`src/rtl/dbgb_pkg.sv`:
```
package dbgb_pkg;
  typedef enum logic [1:0] {
    SZ_BYTE  = 2'd0,
    SZ_HALF  = 2'd1,
    SZ_WORD  = 2'd2,
    SZ_DWORD = 2'd3
  } xfer_size_e;
endpackage

```
`src/rtl/dbgb_lanes.sv`:
```
module dbgb_lanes
  import dbgb_pkg::*;
#(
  parameter int RW = 32
) (
  input  xfer_size_e          size,
  input  logic [$clog2(RW/4)-1:0] off,
  input  logic [RW-1:0]       wr_lo,
  input  logic [RW-1:0]       wr_hi,
  input  logic [2*RW-1:0]     rdata,
  output logic [RW/4-1:0]     be,
  output logic [2*RW-1:0]     wdata,
  output logic [RW-1:0]       rd_lo,
  output logic [RW-1:0]       rd_hi
);
  localparam int DW  = 2 * RW;
  localparam int BE  = DW / 8;
  localparam int OFW = $clog2(BE);

  logic [OFW:0]   nbytes;
  logic [OFW-1:0] aoff;
  logic [BE-1:0]  lo_w;
  logic [DW-1:0]  bmask;
  logic [DW-1:0]  lmask;

  always_comb begin
    nbytes = (OFW+1)'(1) << size;
    aoff   = off & ~(OFW'(nbytes - 1'b1));
  end

  for (genvar i = 0; i < BE; i++) begin : g_lane
    assign lo_w[i]          = (OFW+1)'(i) < nbytes;
    assign bmask[8*i +: 8]  = {8{be[i]}};
    assign lmask[8*i +: 8]  = {8{lo_w[i]}};
  end

  always_comb begin
    be    = lo_w << aoff;
    wdata = ({wr_hi, wr_lo} << {aoff, 3'b000}) & bmask;
    rd_lo = RW'((rdata >> {aoff, 3'b000}) & lmask);
    rd_hi = rdata[DW-1:RW];
  end

  always_comb begin
    AST_BE_NONZERO: assert (be != '0);
  end
endmodule

```
`src/rtl/dbgb_seq.sv`:
```
module dbgb_seq #(
  parameter int AW = 32,
  parameter int DW = 64
) (
  input  logic            clk,
  input  logic            rst,
  input  logic            start,
  input  logic            start_we,
  input  logic [AW-1:0]   addr,
  input  logic [DW/8-1:0] be,
  input  logic [DW-1:0]   wdata,
  input  logic            ack,
  output logic            req,
  output logic            we,
  output logic [AW-1:0]   bus_addr,
  output logic [DW/8-1:0] bus_be,
  output logic [DW-1:0]   bus_wdata,
  output logic            busy,
  output logic            done
);
  logic armed;

  always_ff @(posedge clk) begin
    if (rst) begin
      armed     <= 1'b0;
      req       <= 1'b0;
      we        <= 1'b0;
      busy      <= 1'b0;
      done      <= 1'b0;
      bus_addr  <= '0;
      bus_be    <= '0;
      bus_wdata <= '0;
    end else begin
      done <= req && ack;
      if (start && !busy) begin
        armed     <= 1'b1;
        busy      <= 1'b1;
        we        <= start_we;
        bus_addr  <= addr;
        bus_be    <= be;
        bus_wdata <= start_we ? wdata : '0;
      end
      if (armed) begin
        armed <= 1'b0;
        req   <= 1'b1;
      end
      if (req && ack) begin
        req  <= 1'b0;
        busy <= 1'b0;
      end
    end
  end

  AST_START_GAP: assert property (@(posedge clk) disable iff (rst)
    start && !busy |=> !req)
  ;
  AST_ARM_TO_REQ: assert property (@(posedge clk) disable iff (rst)
    armed |=> req)
  ;
  AST_REQ_HOLD: assert property (@(posedge clk) disable iff (rst)
    req && !ack |=> req && $stable(bus_addr))
  ;
  AST_DONE_PULSE: assert property (@(posedge clk) disable iff (rst)
    done |=> !done)
  ;
  AST_BUSY_CLEAR: assert property (@(posedge clk) disable iff (rst)
    req && ack |=> !busy && done)
  ;
endmodule

```
`src/rtl/dbgb_evt.sv`:
```
module dbgb_evt #(
  parameter int STG = 1
) (
  input  logic clk,
  input  logic rst,
  input  logic din,
  output logic dout
);
  logic [STG-1:0] sh;

  if (STG == 1) begin : g_one
    always_ff @(posedge clk) begin
      if (rst) sh <= '0;
      else     sh <= din;
    end
  end else begin : g_many
    always_ff @(posedge clk) begin
      if (rst) sh <= '0;
      else     sh <= {sh[STG-2:0], din};
    end
  end

  assign dout = sh[STG-1];
endmodule

```
`src/rtl/dbg_bus_bridge.sv`:
```
module dbg_bus_bridge
  import dbgb_pkg::*;
#(
  parameter int AW      = 32,
  parameter int RW      = 32,
  parameter int EVT_STG = 1
) (
  input  logic                tck,
  input  logic                rst,
  input  logic                upd_ctl,
  input  logic                upd_dat,
  input  logic [AW+2:0]       ctl_in,
  input  logic [RW-1:0]       dat_in,
  output logic [AW+4:0]       ctl_rb,
  output logic [RW-1:0]       dat_out,
  output logic                ready,
  input  logic                event_in,
  output logic                event_seen,
  output logic                bus_req,
  output logic                bus_we,
  output logic [AW-1:0]       bus_addr,
  output logic [2*RW/8-1:0]   bus_be,
  output logic [2*RW-1:0]     bus_wdata,
  input  logic                bus_ack,
  input  logic [2*RW-1:0]     bus_rdata
);
  localparam int DW  = 2 * RW;
  localparam int BE  = DW / 8;
  localparam int OFW = $clog2(BE);

  logic [AW-1:0] ctl_addr;
  xfer_size_e    ctl_size;
  logic          ctl_rw;
  logic          err;
  logic          dw_pass;
  logic          hi_pend;
  logic [RW-1:0] lo_save;
  logic [RW-1:0] hi_save;
  logic          busy;

  logic          in_rw;
  xfer_size_e    in_size;
  logic [AW-1:0] in_addr;
  logic          ctl_take, dat_take, rd_go, wr_go, collide, hi_step;
  xfer_size_e    size_sel;
  logic [AW-1:0] addr_sel;
  logic [BE-1:0] ln_be;
  logic [DW-1:0] ln_wdata;
  logic [RW-1:0] ln_rd_lo, ln_rd_hi, wr_lo_sel;

  always_comb begin
    in_rw     = ctl_in[AW+2];
    in_size   = xfer_size_e'(ctl_in[AW+1:AW]);
    in_addr   = ctl_in[AW-1:0];
    ctl_take  = upd_ctl && !busy;
    dat_take  = upd_dat && !busy && ctl_rw;
    rd_go     = ctl_take && !in_rw;
    wr_go     = dat_take && (ctl_size != SZ_DWORD || dw_pass);
    collide   = busy && (upd_ctl || (upd_dat && ctl_rw));
    hi_step   = upd_dat && !busy && !ctl_rw && hi_pend;
    size_sel  = ctl_take ? in_size : ctl_size;
    addr_sel  = ctl_take ? in_addr : ctl_addr;
    wr_lo_sel = (ctl_size == SZ_DWORD) ? lo_save : dat_in;
  end

  dbgb_lanes #(.RW(RW)) u_lanes (
    .size  (size_sel),
    .off   (addr_sel[OFW-1:0]),
    .wr_lo (wr_lo_sel),
    .wr_hi (dat_in),
    .rdata (bus_rdata),
    .be    (ln_be),
    .wdata (ln_wdata),
    .rd_lo (ln_rd_lo),
    .rd_hi (ln_rd_hi)
  );

  dbgb_seq #(.AW(AW), .DW(DW)) u_seq (
    .clk       (tck),
    .rst       (rst),
    .start     (rd_go || wr_go),
    .start_we  (wr_go),
    .addr      (addr_sel),
    .be        (ln_be),
    .wdata     (ln_wdata),
    .ack       (bus_ack),
    .req       (bus_req),
    .we        (bus_we),
    .bus_addr  (bus_addr),
    .bus_be    (bus_be),
    .bus_wdata (bus_wdata),
    .busy      (busy),
    .done      (ready)
  );

  dbgb_evt #(.STG(EVT_STG)) u_evt (
    .clk  (tck),
    .rst  (rst),
    .din  (event_in),
    .dout (event_seen)
  );

  always_ff @(posedge tck) begin
    if (rst) begin
      ctl_addr <= '0;
      ctl_size <= SZ_BYTE;
      ctl_rw   <= 1'b0;
      err      <= 1'b0;
      dw_pass  <= 1'b0;
      hi_pend  <= 1'b0;
      lo_save  <= '0;
      hi_save  <= '0;
      dat_out  <= '0;
    end else begin
      if (ctl_take) begin
        ctl_addr <= in_addr;
        ctl_size <= in_size;
        ctl_rw   <= in_rw;
        err      <= 1'b0;
        dw_pass  <= 1'b0;
        hi_pend  <= 1'b0;
      end else if (collide) begin
        err <= 1'b1;
      end
      if (dat_take && ctl_size == SZ_DWORD && !dw_pass) begin
        lo_save <= dat_in;
        dw_pass <= 1'b1;
      end
      if (wr_go) dw_pass <= 1'b0;
      if (hi_step) begin
        dat_out <= hi_save;
        hi_pend <= 1'b0;
      end
      if (bus_req && bus_ack && !bus_we) begin
        dat_out <= ln_rd_lo;
        hi_save <= ln_rd_hi;
        hi_pend <= (ctl_size == SZ_DWORD);
      end
    end
  end

  assign ctl_rb = {err, busy, ctl_rw, ctl_size, ctl_addr};

  AST_ERR_ON_COLLIDE: assert property (@(posedge tck) disable iff (rst)
    upd_ctl && busy |=> err)
  ;
  AST_DW_FIRST_PASS_IDLE: assert property (@(posedge tck) disable iff (rst)
    dat_take && ctl_size == SZ_DWORD && !dw_pass |=> !busy)
  ;
  AST_HI_STEP_IDLE: assert property (@(posedge tck) disable iff (rst)
    hi_step |=> !busy && !hi_pend)
  ;
endmodule

```
`config.mk`:
```
export PLATFORM = sky130hd
export DESIGN_NAME = dbg_bus_bridge
export DESIGN_NICKNAME = d
export VERILOG_FILES = /design/src/rtl/dbgb_pkg.sv /design/src/rtl/dbgb_lanes.sv /design/src/rtl/dbgb_seq.sv /design/src/rtl/dbgb_evt.sv /design/src/rtl/dbg_bus_bridge.sv
export SDC_FILE = /design/constraint.sdc
export NUM_CORES = 1
export LEC_CHECK = 0
export BUFFER_PORTS_ARGS = -buffer_cell sky130_fd_sc_hd__buf_2
export CELL_PAD_IN_SITES_DETAIL_PLACEMENT = 1
export CELL_PAD_IN_SITES_GLOBAL_PLACEMENT = 2
export CORE_AREA = 2 2 199 201
export DETAILED_ROUTE_END_ITERATION = 10
export DIE_AREA = 0 0 201 203
export GPL_TIMING_DRIVEN = 0
export HOLD_SLACK_MARGIN = 0.03
export PLACE_DENSITY = 0.84
export REMOVE_ABC_BUFFERS = 1
export SLEW_MARGIN = 20
export SYNTH_ARGS = -nofsm -noshare
export SYNTH_HDL_FRONTEND = slang
export SYNTH_SLANG_ARGS = --single-unit
```
`constraint.sdc`:
```
create_clock -name tck -period 2.45 [get_ports tck]
set_clock_uncertainty 0.15 [all_clocks]
set_input_delay 0.245 -clock tck [delete_from_list [all_inputs] [get_ports tck]]
set_output_delay 0.245 -clock tck [all_outputs]
set_load 0.1 [all_outputs]
```
==> impl_metrics.csv <==
group,metric,value,unit
finish,post_route_cells_drive_above_1_share,0.321,
synthesis,yosys_warnings,0,
timing,finalHoldViolCount,0,
detailed_routing,drt.antenna.violating_nets,0,
finish,instances_no_fill,2405,
detailed_routing,dr.pass1.iters,6,
clock_network,cts_sinks,244,
placement,hpwl,32.3,mm
setup_path,setup.worst_path.end_class,"flop",
global_route,gr-total-overflow,0,
finish,final_cell_area,0.0177,sq mm
clock_network,cts_made_buffers,30,
finish,mostFrequentLayoutCell,"sky130_fd_sc_hd__buf_2",
timing,rsz0062_at_grt,"yes",
placement,place.gp.congestion,0.802,
pwr,p_total,12.4,mW
die,core_region_area,0.0385,sq mm
synthesis,syn_avg_cell_area,8.61,sq um
synthesis,ys.flop_type,"sky130_fd_sc_hd__dfxtp_1",
placement,io_buffers,313,
setup_path,worstPathMaxFanout,8,
synthesis,flops_latches_synth,244,
die,die_area,0.0408,sq mm
die,floorplan.initialDensity,0.310,
die,die_h,203,um
setup_path,crit_path_max_incr_delay,470,ps
global_route,grt_first_pass_wirelength,84.5,mm
global_route,grt_util_all_layers,0.267,
setup_path,worst-endpoint-required,2810,ps
setup_path,critical_path_cell_sequence,"nand2b_4, buf_4, mux2i_4, buf_12, nor4_4, buf_6, and3_4, o211ai_1, nand3_1",
timing,least_margin_pin_slew,965,ps
clock_network,htreeDepth,1,
job,maxCapViolCount,0,
synthesis,asyncSetResetFlopFracSynth,0,
pwr,static-leakage-power,7.52,nW
clock_network,clock-root-buffer,"sky130_fd_sc_hd__clkbuf_16",
timing,period_needed,2450,ps
synthesis,synth.distinct_cells,74,
worst_hold_path,min_path_type,"in2reg",
clock_network,clk_pin_slew_worst_paths,60,ps
synthesis,synthesis.area,0.0119,sq mm
synthesis,yosysSeqAreaShare,0.410,
detailed_routing,via_per_instance_ratio,5.47,
synthesis,post_synthesis_cells,1383,
die,ioPinCount,314,
timing,slew_headroom,0.357,
run_status,result_of_the_run,"finished clean",
setup_path,timing.setup.critical_path_class,"reg2reg",
global_route,grt_pass1_vias,13900,
finish,flow.area_growth_from_synthesis,48.8,%
clock_network,clock_tree.buffer_depth,3,
die,num_rows,72,
finish,final_cell_mix,"sky130_fd_sc_hd__buf_2 (311), sky130_fd_sc_hd__nand2_1 (263), sky130_fd_sc_hd__dfxtp_1 (241), sky130_fd_sc_hd__nor2_1 (132), sky130_fd_sc_hd__dlygate4sd3_1 (129)",
setup_path,worst_setup_path_start_kind,"flop",
die,chipWidth,201,um
detailed_routing,drt_iter0_drc,770,
setup_path,critPathSlowestCell,"sky130_fd_sc_hd__nor4_4",
timing,setup_viol_count_final,0,
placement,dpl-instance-area,0.0140,sq mm
global_route,grt_max_degree,69,
global_route,antenna_violations_before_repair,3,
timing,upper_clock_frequency_limit,0.409,GHz
detailed_routing,route.detailed.wl_per_inst,23.8,um
detailed_routing,via_count,13200,
synthesis,post_synth_edffs,0,
clock_network,tritoncts,"yes",
clock_network,clock_insertion_delay_worst_skew,580,ps
timing,slew_viol_final,0,
setup_path,critical_path_arrival,2810,ps
finish,net_count_final,1999,
pwr,power.density,699,mW/mm^2
detailed_routing,wirelength,57.3,mm
detailed_routing,drc_viols,0,
placement,dpl.cell_count,2117,
timing,fin_hold_ws,49.3,ps
pwr,max-vdd-ir-drop,0.571,mV
timing,timing.final.crit_share,0.999,
final timing paths:
path           startpoint  slack, ps             endpoint  cells past startpoint
max reg2reg    u_seq.busy          2  u_seq.bus_wdata[50]                      9
max            u_seq.busy          2  u_seq.bus_wdata[50]                      9
min          bus_rdata[5]         50           dat_out[5]                      4
min reg2reg   u_seq.armed        290          u_seq.armed                      1
power by group:
group	internal (mW)	leakage, nW	switching [mW]	total, mW
registers	4.12	1.98	0.112	4.24
clock network	2.78	0.510	1.86	4.64
logic	1.11	5.02	2.41	3.52
total	8.01	7.52	4.38	12.4
layer usage:
layer  up-vias  global-route usage  wire, um
li1       5957                   -         -
met1      6617               0.335     24300
met2       456               0.447     27200
met3       127              0.0567      3880
met4         0               0.105      1980
met5         -                   0         0
synthesized netlist by cell type, drive strengths merged (5+ instances only):
cell	number	area, sq um
a21o	7	52.6
a221o	11	110
o22ai	9	56.3
inv	11	41.3
a21boi	5	37.5
mux2	40	458
nand2	268	1010
a21oi	107	539
clkbuf	52	195
nor2	146	579
a221oi	9	97.6
nand3	17	90.1
dfxtp	244	4880
nor3	10	66.3
mux2i	99	1040
a211oi	39	308
buf	62	377
nand2b	6	52.6
o21ai	85	429
nand4	12	75.1
a311oi	15	131
o211ai	17	128
a22oi	24	180
a31oi	12	75.1
mux4	16	360
and3	8	50.1
flip-flops by register name (all words and copies together) (netlist names), 2 cells and up:
signal	count
lo_save	32
ctl_addr	32
u_seq.bus_wdata	64
u_seq.bus_be	8
u_seq.bus_addr	32
dat_out	32
hi_save	32
ctl_size	2
kinds of logic (layout without fill, tap and decap cells):
group | Yosys count | count (layout) | share of synthesized area
AOI/OAI and AO/OA | 376 | 378 | 0.210
buffers and inverters | 125 | 612 | 0.0515
DFF | 244 | 244 | 0.410
muxes | 155 | 155 | 0.156
other | 0 | 2 | 0
and+or+nand+nor | 483 | 496 | 0.172
per-stage QoR:
step | utilization | TNS, ps | worst slack [ps]
2_1_floorplan | - | -393590 | -3170
3_3_place_gp | 0.352 | -814730 | -7070
3_5_place_dp | 0.365 | -158330 | -1520
4_1_cts | 0.450 | -1.58 | -1.58
5_1_grt | 0.461 | -181 | -34.8
6_report | 0.461 | 0 | 2.41
area by class of cell:
cell class                      count  area [sq um]
Antenna cell                        2          5.00
Clock buffer                       43           911
Clock inverter                     12           119
Fill cell                        4446         20700
Inverter                           11          45.0
Multi-Input combinational cell   1029          6920
Sequential cell                   244          4900
Tap cell                          518           648
Timing Repair Buffer              546          4180
critical path: cells and delay by family, from the launching register on:
| family | cells | cell delay [ps] |
|---|---|---|
| flip-flops | 1 | 380 |
| AO/OA/AOI/OAI | 1 | 100 |
| multiplexers | 1 | 190 |
| AND/OR/NAND/NOR | 4 | 1010 |
| buffers and inverters | 3 | 560 |
repair_timing:
| action | CTS | global route |
|---|---|---|
| cloned | 13 | 4 |
| hold endpoints to repair | 190 | 0 |
| setup buffers | 62 | 22 |
| hold buffers | 130 | 0 |
| pin swaps | 18 | 13 |
| resized for setup | 37 | 42 |
| setup endpoints to repair | 172 | 85 |
(Power assumes the default switching activity.)
